==> config.mk <==
export PLATFORM = sky130hd
export DESIGN_NAME = wis_issue_seq
export DESIGN_NICKNAME = d
export VERILOG_FILES = /design/src/rtl/wis_pkg.sv /design/src/rtl/wis_rr_pick.sv /design/src/rtl/wis_ctrl.sv /design/src/rtl/wis_lanes.sv /design/src/rtl/wis_issue_seq.sv
export SDC_FILE = /design/constraint.sdc
export NUM_CORES = 1
export LEC_CHECK = 0
export BUFFER_PORTS_ARGS = -buffer_cell sky130_fd_sc_hd__buf_2
export CORE_MARGIN = 2
export CORE_UTILIZATION = 61
export DETAILED_ROUTE_END_ITERATION = 8
export PLACE_DENSITY = 0.83
export SYNTH_ARGS = -nofsm -noshare
export SYNTH_HDL_FRONTEND = slang
export SYNTH_SLANG_ARGS = --single-unit
==> constraint.sdc <==
create_clock -name clk -period 5.8 [get_ports clk]
set_clock_uncertainty 0.05 [all_clocks]
set_input_delay 0.58 -clock clk [delete_from_list [all_inputs] [get_ports clk]]
set_output_delay 0.58 -clock clk [all_outputs]
set_load 0.02 [all_outputs]
==> src/rtl/wis_pkg.sv <==
`timescale 1ns/1ps
package wis_pkg;
  localparam int WARP_COUNT   = 24;
  localparam int LANE_COUNT   = 8;
  localparam int WARP_THREADS = 32;

  // Strobes from control to the lane datapath
  typedef struct packed {
    logic startWarp;  // load a new warp at this boundary
    logic goIdle;     // nothing eligible at this boundary
  } seqStrobes_t;
endpackage

==> src/rtl/wis_rr_pick.sv <==
`timescale 1ns/1ps
module wis_rr_pick #(
  parameter int NumWarps = 24,
  parameter int IdW      = 5
) (
  input  logic [NumWarps-1:0] eligible,
  input  logic [IdW-1:0]      lastIdx,
  output logic                found,
  output logic [IdW-1:0]      pick
);
  always_comb begin
    int idx;
    found = 1'b0;
    pick  = '0;
    for (int i = 1; i <= NumWarps; i++) begin
      idx = int'(lastIdx) + i;
      if (idx >= NumWarps) idx = idx - NumWarps;
      if (!found && eligible[IdW'(idx)]) begin
        found = 1'b1;
        pick  = IdW'(idx);
      end
    end
  end
endmodule

==> src/rtl/wis_ctrl.sv <==
`timescale 1ns/1ps
module wis_ctrl
  import wis_pkg::*;
#(
  parameter int NumWarps = 24,
  parameter int IdW      = 5
) (
  input  logic                clk,
  input  logic                rstN,
  input  logic [NumWarps-1:0] warpReady,
  input  logic [NumWarps-1:0] warpAck,
  input  logic                atBoundary,
  output seqStrobes_t         strobes,
  output logic [IdW-1:0]      selWarp
);
  logic [NumWarps-1:0] pending;
  logic [NumWarps-1:0] eligible;
  logic [NumWarps-1:0] pickMask;
  logic [IdW-1:0]      lastIdx;
  logic                found;
  logic [IdW-1:0]      pick;

  assign eligible = warpReady & ~pending;

  wis_rr_pick #(.NumWarps(NumWarps), .IdW(IdW)) u_pick (
    .eligible(eligible),
    .lastIdx (lastIdx),
    .found   (found),
    .pick    (pick)
  );

  always_comb begin
    strobes.startWarp = atBoundary & found;
    strobes.goIdle    = atBoundary & ~found;
    selWarp           = pick;
    pickMask          = strobes.startWarp ? (NumWarps'(1) << pick) : '0;
  end

  always_ff @(posedge clk or negedge rstN) begin
    if (!rstN) begin
      pending <= '0;
      lastIdx <= IdW'(NumWarps - 1);
    end else begin
      pending <= (pending & ~warpAck) | pickMask;
      if (strobes.startWarp) lastIdx <= pick;
    end
  end
endmodule

==> src/rtl/wis_lanes.sv <==
`timescale 1ns/1ps
module wis_lanes
  import wis_pkg::*;
#(
  parameter int LaneCount = 8,
  parameter int IdW       = 5,
  parameter int SubW      = 2,
  parameter int SubCycles = 4,
  parameter int ThreadW   = 5
) (
  input  logic                         clk,
  input  logic                         rstN,
  input  seqStrobes_t                  strobes,
  input  logic [IdW-1:0]               selWarp,
  output logic                         atBoundary,
  output logic                         issueValid,
  output logic [IdW-1:0]               warpId,
  output logic [SubW-1:0]              subCycle,
  output logic [LaneCount*ThreadW-1:0] laneThread
);
  localparam logic [SubW-1:0] LastSub = SubW'(SubCycles - 1);

  assign atBoundary = !issueValid || (subCycle == LastSub);

  always_ff @(posedge clk or negedge rstN) begin
    if (!rstN) begin
      issueValid <= 1'b0;
      warpId     <= '0;
      subCycle   <= '0;
    end else if (strobes.startWarp) begin
      issueValid <= 1'b1;
      warpId     <= selWarp;
      subCycle   <= '0;
    end else if (strobes.goIdle) begin
      issueValid <= 1'b0;
      subCycle   <= '0;
    end else if (issueValid) begin
      subCycle   <= subCycle + SubW'(1);
    end
  end

  for (genvar j = 0; j < LaneCount; j++) begin : g_lane
    assign laneThread[j*ThreadW +: ThreadW] =
      ThreadW'(int'(subCycle) * LaneCount + j);
  end
endmodule

==> src/rtl/wis_issue_seq.sv <==
`timescale 1ns/1ps
module wis_issue_seq
  import wis_pkg::*;
#(
  parameter int NumWarps    = WARP_COUNT,
  parameter int LaneCount   = LANE_COUNT,
  parameter int WarpThreads = WARP_THREADS,
  localparam int SubCycles  = WarpThreads / LaneCount,
  localparam int IdW        = $clog2(NumWarps),
  localparam int SubW       = $clog2(SubCycles),
  localparam int ThreadW    = $clog2(WarpThreads)
) (
  input  logic                         clk,
  input  logic                         rstN,
  input  logic [NumWarps-1:0]          warpReady,
  input  logic [NumWarps-1:0]          warpAck,
  output logic                         issueValid,
  output logic [IdW-1:0]               warpId,
  output logic [SubW-1:0]              subCycle,
  output logic [LaneCount*ThreadW-1:0] laneThread
);
  seqStrobes_t    strobes;
  logic [IdW-1:0] selWarp;
  logic           atBoundary;

  wis_ctrl #(.NumWarps(NumWarps), .IdW(IdW)) u_ctrl (
    .clk       (clk),
    .rstN      (rstN),
    .warpReady (warpReady),
    .warpAck   (warpAck),
    .atBoundary(atBoundary),
    .strobes   (strobes),
    .selWarp   (selWarp)
  );

  wis_lanes #(
    .LaneCount(LaneCount), .IdW(IdW), .SubW(SubW),
    .SubCycles(SubCycles), .ThreadW(ThreadW)
  ) u_lanes (
    .clk       (clk),
    .rstN      (rstN),
    .strobes   (strobes),
    .selWarp   (selWarp),
    .atBoundary(atBoundary),
    .issueValid(issueValid),
    .warpId    (warpId),
    .subCycle  (subCycle),
    .laneThread(laneThread)
  );
endmodule

==> run metrics, run 1 <==
number of global-route vias before repair around 8,300; area post-placement 8180 um^2; clock net sink count 36; Avg Vias per Cell 7.15; clock buffer depth 2; ys async rst share 1.00; number of buffers added on ports 73; sequence of cells on the critical path inv_1, ha_1, nor2b_1, xnor2_1, ha_1, a221o_1, or3_1, nand3_1, a31o_2, nor3_1, and4_1, and2_0, a22oi_1, o21ai_1, a211oi_2, nand2b_1, o32ai_1; DP Cell Count 1,281; largest net degree at the start of global routing 59; Total Die Area 13,700 um^2; status finished, final reports clean; Critical Path Start Type flop; vias post-DR just over 9,000; post-synthesis instance area between 7000 and 8000 um^2; total global routing overflow 0; timing-limited maximum frequency 184 MHz; relative slew slack 0.257; Routed Antenna Nets 0; master of the slowest instance on the critical path dfrtp_1; initial cell density of the core 0.622; placeable core region approximately 13,000 um^2; Die Wd 117 um; number of flops mapped to enable cells by yosys 0; required time of the critical path 5950 ps; dominant register cell in the synthesized netlist dfrtp_1; most used cells in the layout excluding fill and tap cells nand2_1 (86), buf_2 (73), nor2_1 (66), nand3_1 (51), buf_4 (51); FF+latch count, synth 36; Max-Cap Viols 0; global-route wire length before repair 46,500 um; Routed WL 30,900 um; unrepaired setup endpoints after global routing no; Diodes inserted 0; final number of hold-violating endpoints 0; mean cell area of the mapped netlist ~7.3 um^2; layout cell share with drive strength beyond 1 0.192; drt drc 0; Final Cycle Share 0.939; Worst path most repeated cell ha_1; post-synthesis cell type count 98; critical path data arrival time 5590 ps; number of antenna violations at the first check in global routing 1; drt initial violations 1,159; final number of setup-violating endpoints 0; number of primary I/O pins 98; Reg clk slew, reported paths 70 ps; overall global routing resource usage 0.446; yosys warns 0; slew at the pin closest to its max-slew limit between 1000 and 1500 ps; category of the worst setup path capture point flop; final weighted congestion in routability-driven placement 1.12; Tmin final 5450 ps; routed len/inst 24.0 um; final non-filler cell total 1,289; number of nets at the end of the flow 1,191; area delta synth->final 7.23%; type of the setup path with the least slack reg2reg; number of gates given a new drive strength after cts 0; First-pass DRT Iterations 6; maximum cell stage delay along the critical path 440 ps; instance count of the mapped netlist 1,070; Finished Cell Area 8350 um^2; Worst Hold Class in2async; H-tree level count 2; Detail Placement HPWL 24,100 um; commonest non-fill, non-tap cell in the layout nand2_1; die boundary height between 100 and 150 um; post-CTS setup repair buffer count 0; highest net fanout along the worst path 11; clock insertion delay at the later pin of the skew report 290 ps; number of buffers created by CTS 5; TritonCTS clock tree yes; max-slew violation count 0; portion of the post-synthesis area used by sequential elements 0.116; clock root buffer clkbuf_16; hold-fix buffers at CTS 0; FP Rows 41; total negative slack 0 ps
-- worst max-delay path, delay by kind of cell (launching register included) --
kind	cells	cell delay [ps]
flip-flops	1	440
AND/OR/NAND/NOR	7	1740
AO/OA/AOI/OAI	6	1930
XOR/XNOR	1	150
buffers and inverters	1	400
adder cells (fa/ha/maj)	2	650
-- final timing paths --
check / startpoint / end / slack [ps] / cells after the start
setup / recovery: u_ctrl.lastIdx[3]$_DFFE_PN0P_ / u_ctrl.pending[1]$_DFF_PN0_ / 350 / 17
hold / removal: rstN / u_lanes.issueValid$_DFFE_PN0P_ / 330 / 1
setup reg to reg: u_ctrl.lastIdx[3]$_DFFE_PN0P_ / u_ctrl.pending[1]$_DFF_PN0_ / 350 / 17
hold reg to reg: u_lanes.warpId[4]$_DFFE_PN0P_ / u_lanes.warpId[4]$_DFFE_PN0P_ / 430 / 2
max in group asynchronous: rstN / u_ctrl.pending[19]$_DFF_PN0_ / 4830 / 1
min in group clk: warpAck[7] / u_ctrl.pending[7]$_DFF_PN0_ / 420 / 2
-- kinds of logic (layout without fill, tap and decap cells) --
family,count (synthesis),in the layout,share of synthesized area
AO/OA/AOI/OAI,316,316,0.284
XOR/XNOR,36,36,0.0434
adder cells (fa/ha/maj),25,25,0.0402
buffers and inverters,149,174,0.107
flip-flops,36,36,0.116
multiplexers,28,28,0.0535
other,2,24,0.000964
AND/OR/NAND/NOR,478,478,0.355
-- routing by layer --
metal,GRT usage,vias to the layer above,share of wire
met3,0.116,156,0.12
met2,0.688,691,0.44
li1,-,4095,-
met5,0,-,0
met4,0.256,0,0.062
met1,0.565,4279,0.39
-- registers in the layout, summed over array words and instances, names as in the netlist --
| name | count |
|---|---|
| u_ctrl.pending | 24 |
| u_ctrl.lastIdx | 5 |
| u_lanes.warpId | 4 |
| u_lanes.issueValid | 1 |
| u_lanes.subCycle | 2 |
-- Yosys cell counts, types with 12 or more instances --
master	n	area share
buf_4	49	0.047
o22ai_1	39	0.031
a211oi_1	12	0.012
ha_1	25	0.040
nand2_1	86	0.041
nand4_1	35	0.028
nor3_1	26	0.017
a21oi_1	48	0.031
nand3_1	51	0.033
or3b_2	15	0.017
a31oi_1	20	0.016
o21ai_0	47	0.030
or3_1	12	0.0096
inv_1	37	0.018
dfrtp_1	32	0.10
clkbuf_1	25	0.012
and2_1	15	0.012
a21o_1	19	0.018
nor2b_1	19	0.015
xnor2_1	30	0.034
nor2_1	66	0.032
nand2b_1	17	0.014
nor4_1	26	0.021
buf_2	23	0.015
nand3b_1	27	0.026
-- layout make-up --
type                       instances  area, um^2
clock buffer                       5         125
inverter                          41         154
multi-input combinational        907        6140
tap                              172         215
fill                            1141        4170
timing repair buffer             125         768
sequential                        36         906
clock inverter                     3        42.5
-- through the flow --
stage           util  hold slack, ps  worst slack (ps)
2_1_floorplan      -             234               668
5_1_grt        0.667             414              63.5
6_report       0.667             332               353
4_1_cts        0.667             357               505
3_3_place_gp   0.653             406               599
3_5_place_dp   0.653             413               555
Power of run 1 is not shown: default switching activity piles up to over one toggle a cycle in this logic, so the estimate is an artifact.
==> run 2, diff against run 1 <==
--- a/config.mk
+++ b/config.mk
@@ -9,7 +9,7 @@
 export CORE_MARGIN = 2
 export CORE_UTILIZATION = 61
 export DETAILED_ROUTE_END_ITERATION = 8
-export PLACE_DENSITY = 0.83
+export PLACE_DENSITY_LB_ADDON = 0.15
 export SYNTH_ARGS = -nofsm -noshare
 export SYNTH_HDL_FRONTEND = slang
 export SYNTH_SLANG_ARGS = --single-unit
==> run metrics, run 2 (synthesis gave the netlist of run 1 again) <==
total negative slack 0 ps (unchanged); slew at the pin closest to its max-slew limit 821 ps (was 1090 ps); FP Rows 41 (unchanged); area delta synth->final 8.56% (was 7.23%); hold-fix buffers at CTS 0 (unchanged); timing-limited maximum frequency 184 MHz (about the same); clock buffer depth 2 (unchanged); Critical Path Start Type flop (unchanged); register with the most flip-flops u_ctrl.pending (unchanged); min setup slack post-route 358 ps (was 353 ps); most used cells in the layout excluding fill and tap cells nand2_1 (86), buf_2 (73), nor2_1 (66), buf_4 (64), nand3_1 (51) (was nand2_1 (86), buf_2 (73), nor2_1 (66), nand3_1 (51), buf_4 (51)); largest net degree at the start of global routing 55 (was 59); routed len/inst 24.0 um (about the same); status finished, final reports clean (unchanged); unrepaired setup endpoints after global routing no (unchanged); number of buffers added on ports 73 (unchanged); max-slew violation count 0 (unchanged); number of primary I/O pins 98 (unchanged); clock net sink count 36 (unchanged); TritonCTS clock tree yes (unchanged); Max-Cap Viols 0 (unchanged); total global routing overflow 0 (unchanged); vias post-DR 9,329 (was 9,221); Reg clk slew, reported paths 60 ps (was 70 ps); Routed Antenna Nets 0 (unchanged); Final Cycle Share 0.938 (was 0.939); global-route wire length before repair 46,700 um (was 46,500 um); overall global routing resource usage 0.450 (was 0.446); number of buffers created by CTS 5 (unchanged); final weighted congestion in routability-driven placement 1.09 (was 1.12); Die Wd 117 um (unchanged); Routed WL 31,300 um (was 30,900 um); worst setup timing slack at the placement stage 429 ps (was 555 ps); number of nets at the end of the flow 1,204 (was 1,191); placeable core region 12,500 um^2 (unchanged); number of global-route vias before repair 8,251 (was 8,303); Worst Hold Class in2async (unchanged); die boundary height 117 um (unchanged); Avg Vias per Cell 7.17 (was 7.15); clock root buffer clkbuf_16 (unchanged); First-pass DRT Iterations 6 (unchanged); Detail Placement HPWL 24,200 um (was 24,100 um); Diodes inserted 0 (unchanged); category of the worst setup path capture point flop (unchanged); drt drc 0 (unchanged); highest net fanout along the worst path 10 (was 11); initial cell density of the core 0.622 (unchanged); type of the setup path with the least slack reg2reg (unchanged); commonest non-fill, non-tap cell in the layout nand2_1 (unchanged); required time of the critical path 5940 ps (was 5950 ps); max FFs per register 24 (unchanged); sequence of cells on the critical path buf_4, ha_2, a21oi_1, xnor2_1, ha_1, nand3b_1, and3_1, a21o_1, mux2i_1, a21o_1, nor4_1, and2_1, nand3_1, o32ai_1, o21ai_1, a211oi_2, nand2_1, o32ai_1 (was inv_1, ha_1, nor2b_1, xnor2_1, ha_1, a221o_1, or3_1, nand3_1, a31o_2, nor3_1, and4_1, and2_0, a22oi_1, o21ai_1, a211oi_2, nand2b_1, o32ai_1); relative slew slack 0.439 (was 0.257); layout cell share with drive strength beyond 1 0.203 (was 0.192); drt initial violations 1,386 (was 1,159); clock insertion delay at the later pin of the skew report 300 ps (was 290 ps); master of the slowest instance on the critical path dfstp_2 (was dfrtp_1); Total Die Area 13,700 um^2 (unchanged); H-tree level count 2 (unchanged); largest registers u_ctrl.pending (24), u_ctrl.lastIdx (5), u_lanes.warpId (4) (unchanged); Tmin final 5440 ps (was 5450 ps); final number of hold-violating endpoints 0 (unchanged); number of antenna violations at the first check in global routing 0 (was 1); final design utilization 0.676 (was 0.667); critical path data arrival time 5580 ps (was 5590 ps); maximum cell stage delay along the critical path 550 ps (was 440 ps); final number of setup-violating endpoints 0 (unchanged)
[run 2: cell types whose count changed in the layout (fill, tap and decap cells not counted), sizes merged]
| cell | delta |
|---|---|
| buf | +13 |
| inv | +1 |
| clkinv | -1 |
[run 2: stage by stage]
stage / instances / hold slack (ps) / cell area (um^2)
finish: 1302 / 340 / 8460
global route: 1302 / 403 / 8460
CTS: 1302 / 357 / 8450
detailed placement: 1294 / 410 / 8270
global placement: 1294 / 409 / 8270
floorplan: 1092 / 234 / 7870
[run 2: metal layers]
metal,share of wire,vias to the layer above,global-route usage
met5,0,-,0
met4,0.075,0,0.287
met3,0.12,182,0.110
met2,0.43,736,0.692
met1,0.38,4275,0.565
li1,-,4136,-
[run 2: timing repair]
action	4_1_cts	5_1_grt
resized for setup	0	2
setup endpoints to repair	0	10
buffers inserted	0	0
[run 2: layout make-up]
class | count | area [um^2]
Multi-Input combinational cell | 907 | 6140
Fill cell | 1101 | 4060
Sequential cell | 36 | 906
Timing Repair Buffer | 138 | 866
Tap cell | 172 | 215
Inverter | 41 | 154
Clock buffer | 5 | 125
Clock inverter | 3 | 46.3
[run 2: final timing paths]
| kind | startpoint | to | slack [ps] | cells after the start |
|---|---|---|---|---|
| setup / recovery | u_ctrl.lastIdx[2]$_DFFE_PN1P_ | u_ctrl.pending[3]$_DFF_PN0_ | 360 | 18 |
| hold / removal | rstN | u_lanes.warpId[2]$_DFFE_PN0P_ | 340 | 1 |
| setup reg to reg | u_ctrl.lastIdx[2]$_DFFE_PN1P_ | u_ctrl.pending[3]$_DFF_PN0_ | 360 | 18 |
| hold reg to reg | u_lanes.warpId[4]$_DFFE_PN0P_ | u_lanes.warpId[4]$_DFFE_PN0P_ | 420 | 2 |
| max in group asynchronous | rstN | u_ctrl.pending[19]$_DFF_PN0_ | 4820 | 1 |
| min in group clk | warpAck[20] | u_ctrl.pending[20]$_DFF_PN0_ | 410 | 2 |
[run 2: worst max-delay path: cells and delay by family, from the launching register on]
kind                       cells  cell delay (ps)
and+or+nand+nor                6             1400
xor gates and xnor gates       1              340
DFF                            1              550
adders and majority gates      2              590
AOI/OAI and AO/OA              7             2020
buffers and inverters          1              200
muxes                          1              140
Power of run 2 is left out for the same reason.
==> run 3, diff against run 2 <==
--- a/config.mk
+++ b/config.mk
@@ -7,9 +7,12 @@
 export LEC_CHECK = 0
 export BUFFER_PORTS_ARGS = -buffer_cell sky130_fd_sc_hd__buf_2
 export CORE_MARGIN = 2
-export CORE_UTILIZATION = 61
+export CORE_UTILIZATION = 62
+export CTS_BUF_LIST = sky130_fd_sc_hd__clkbuf_2 sky130_fd_sc_hd__clkbuf_4 sky130_fd_sc_hd__clkbuf_8
+export CTS_CLUSTER_DIAMETER = 200
 export DETAILED_ROUTE_END_ITERATION = 8
 export PLACE_DENSITY_LB_ADDON = 0.15
 export SYNTH_ARGS = -nofsm -noshare
 export SYNTH_HDL_FRONTEND = slang
+export SYNTH_HIERARCHICAL = 1
 export SYNTH_SLANG_ARGS = --single-unit
==> run metrics, run 3 <==
min setup slack post-route -260 ps (was 358 ps); number of nets at the end of the flow 1,195 (was 1,204); Routed Antenna Nets 0 (unchanged); die boundary height 115 um (was 117 um); number of buffers added on ports 73 (unchanged); Critical path origin u_ctrl/lastIdx[1]$_DFFE_PN1P_ (was u_ctrl.lastIdx[2]$_DFFE_PN1P_); final design utilization 0.770 (was 0.676); Worst path most repeated cell nor4_4; number of antenna violations at the first check in global routing 1 (was 0); final number of setup-violating endpoints 15 (was 0); post-synthesis instance area 7650 um^2 (was 7790 um^2); hold-fix buffers at CTS 0 (unchanged); number of flops mapped to enable cells by yosys 0 (unchanged); DP Cell Count 1,240 (was 1,294); most used cells in the layout excluding fill and tap cells buf_4 (116), buf_2 (73), nand2_1 (66), nor2_1 (65), a21oi_1 (56) (was nand2_1 (86), buf_2 (73), nor2_1 (66), buf_4 (64), nand3_1 (51)); number of buffers created by CTS 5 (unchanged); largest registers u_ctrl/pending (24), u_ctrl/lastIdx (5), u_lanes/warpId (5) (was u_ctrl.pending (24), u_ctrl.lastIdx (5), u_lanes.warpId (4)); mean cell area of the mapped netlist 7.77 um^2 (was 7.28 um^2); number of primary I/O pins 98 (unchanged); commonest non-fill, non-tap cell in the layout buf_4 (was nand2_1); Avg Vias per Cell 7.28 (was 7.17); most area-hungry cell type in the Yosys netlist dfrtp_1 (unchanged); Worst Hold Class in2async (unchanged); initial cell density of the core 0.637 (was 0.622); status complete, but fails checks (was finished, final reports clean); type of the setup path with the least slack reg2reg (unchanged); area post-placement 8640 um^2 (was 8270 um^2); FP Rows 40 (was 41); relative slew slack 0.243 (was 0.439); timing-limited maximum frequency 165 MHz (was 184 MHz); number of global-route vias before repair 7,932 (was 8,251); ys async rst share 1.00 (unchanged); highest net fanout along the worst path 8 (was 10); final non-filler cell total 1,268 (was 1,302); portion of the post-synthesis area used by sequential elements 0.122 (was 0.116); category of the worst setup path capture point flop (unchanged); share of Yosys cell area claimed by the top area cell type 0.108 (was 0.103); Detail Placement HPWL 23,100 um (was 24,200 um); startpoint of the worst-slack reg-to-reg timing path u_ctrl/lastIdx[1]$_DFFE_PN1P_ (was u_ctrl.lastIdx[2]$_DFFE_PN1P_); vias post-DR 9,230 (was 9,329); Fill cells 857 (was 1,101); clock net sink count 37 (was 36); routed len/inst 26.1 um (was 24.0 um); final number of hold-violating endpoints 0 (unchanged); Finished Cell Area 9240 um^2 (was 8460 um^2); H-tree level count 2 (unchanged); slew at the pin closest to its max-slew limit 1120 ps (was 821 ps); unrepaired setup endpoints after global routing yes (was no); Reg clk slew, reported paths 100 ps (was 60 ps); clock root buffer clkbuf_8 (was clkbuf_16); maximum cell stage delay along the critical path 630 ps (was 550 ps); final weighted congestion in routability-driven placement 1.17 (was 1.09); layout cell share with drive strength beyond 1 0.326 (was 0.203); cell with the most instances after synthesis nand2_1 (unchanged); area delta synth->final 20.9% (was 8.56%); dominant cells by area after synthesis dfrtp_1 (11%), mux2i_1 (7.1%), mux4_2 (6.5%) (was dfrtp_1 (10%), buf_4 (4.7%), nand2_1 (4.1%)); max-slew violation count 0 (unchanged); drt drc 0 (unchanged); max FFs per register 24 (unchanged); register with the most flip-flops u_ctrl/pending (was u_ctrl.pending); dominant register cell in the synthesized netlist dfrtp_1 (unchanged); violated checks negative setup slack; sequence of cells on the critical path inv_8, ha_4, mux2_4, mux4_2, buf_4, a2111o_1, nor4_4, or4b_4, nor4_4, nand3_2, or4_4, nand2b_2, o2111a_1, o21ai_1, o211a_4, nand4b_4, o41ai_2 (was buf_4, ha_2, a21oi_1, xnor2_1, ha_1, nand3b_1, and3_1, a21o_1, mux2i_1, a21o_1, nor4_1, and2_1, nand3_1, o32ai_1, o21ai_1, a211oi_2, nand2_1, o32ai_1); Total Die Area 13,200 um^2 (was 13,700 um^2); post-synthesis cell type count 93 (was 98); Tmin final 6060 ps (was 5440 ps); Max-Cap Viols 0 (unchanged); largest net degree at the start of global routing 48 (was 55); total global routing overflow 0 (unchanged); TritonCTS clock tree yes (unchanged); critical path data arrival time 6170 ps (was 5580 ps); drt initial violations 1,500 (was 1,386); yosys warns 6 (was 0); clock insertion delay at the later pin of the skew report 310 ps (was 300 ps); required time of the critical path 5910 ps (was 5940 ps); Routed WL 33,100 um (was 31,300 um); placeable core region 12,000 um^2 (was 12,500 um^2); Diodes inserted 0 (unchanged); master of the slowest instance on the critical path dfstp_2 (unchanged); Final Cycle Share 1.04 (was 0.938); First-pass DRT Iterations 8 (was 6); Die Wd 115 um (was 117 um); global-route wire length before repair 44,600 um (was 46,700 um); clock buffer depth 2 (unchanged); Critical Path Start Type flop (unchanged); overall global routing resource usage 0.437 (was 0.450); commonest cells in the netlist nand2_1 (69), nor2_1 (65), a21oi_1 (58), mux2i_1 (54), o21ai_0 (53) (was nand2_1 (86), nor2_1 (66), nand3_1 (51), buf_4 (49), a21oi_1 (48)); instance count of the mapped netlist 985 (was 1,070); FF+latch count, synth 37 (was 36)
run 3: changes by cell type after synthesis, sizes merged, moves of 14 or more:
cell / previous run / this run
nor2b: 19 / 33
o22ai: 39 / 20
mux2: 6 / 38
nand2: 87 / 69
mux2i: 12 / 54
or3b: 18 / 3
nand3: 52 / 36
or2: 19 / 5
buf: 83 / 66
nand3b: 27 / 7
nor4: 29 / 9
nand4: 37 / 9
run 3: cell families after synthesis:
kind of cell               synth area share
and+or+nand+nor                       0.244
AOI/OAI and AO/OA                     0.262
DFF                                   0.122
other                              0.000982
adders and majority gates            0.0409
xor gates and xnor gates             0.0376
buffers and inverters                0.0998
muxes                                 0.194
run 3: per-stage QoR:
stage          setup TNS, ps  setup WS [ps]  hold slack (ps)
2_1_floorplan          -3920           -232              234
3_3_place_gp               0            162              421
3_5_place_dp               0           12.2              424
4_1_cts                    0          0.773              356
5_1_grt                -2620           -309              399
6_report               -1050           -260              336
run 3: area by class of cell:
type	count	area, um^2	area share
Clock buffer	6	82.6	0.00893
Timing Repair Buffer	201	1420	0.154
Tap cell	147	184	0.0199
Multi-Input combinational cell	822	6380	0.690
Sequential cell	37	931	0.101
Clock inverter	2	37.5	0.00406
Inverter	53	206	0.0223
run 3: path summary, 6_finish.rpt:
check,endpoint,slack [ps],cells past startpoint
worst max-delay path,u_ctrl/pending[8]$_DFF_PN0_,-260,17
worst min-delay path,u_ctrl/pending[17]$_DFF_PN0_,340,1
worst max register to register,u_ctrl/pending[8]$_DFF_PN0_,-260,17
worst min register to register,u_ctrl/pending[3]$_DFF_PN0_,470,2
max in group asynchronous,u_ctrl/pending[9]$_DFF_PN0_,4780,1
min in group clk,u_ctrl/pending[18]$_DFF_PN0_,390,2
run 3: what timing repair did:
item	CTS	global route
buffers inserted	4	15
pin swaps	1	19
resized for setup	3	59
endpoints found under the setup margin	10	29
cloned	0	1
run 3: critical path: cells and delay by family, from the launching register on:
kind / cells / cell delay [ps]
AND/OR/NAND/NOR: 7 / 2300
AO/OA/AOI/OAI: 5 / 1550
multiplexers: 2 / 830
flip-flops: 1 / 630
adder cells (fa/ha/maj): 1 / 340
buffers and inverters: 2 / 210
run 3: layer usage:
metal | routed length (um) | part of all wire | track usage
met5 | 10 | 0.00030 | 0
met2 | 14200 | 0.43 | 0.678
met4 | 2960 | 0.089 | 0.249
met1 | 11800 | 0.35 | 0.564
met3 | 4200 | 0.13 | 0.0986
Power of run 3 is left out for the same reason.
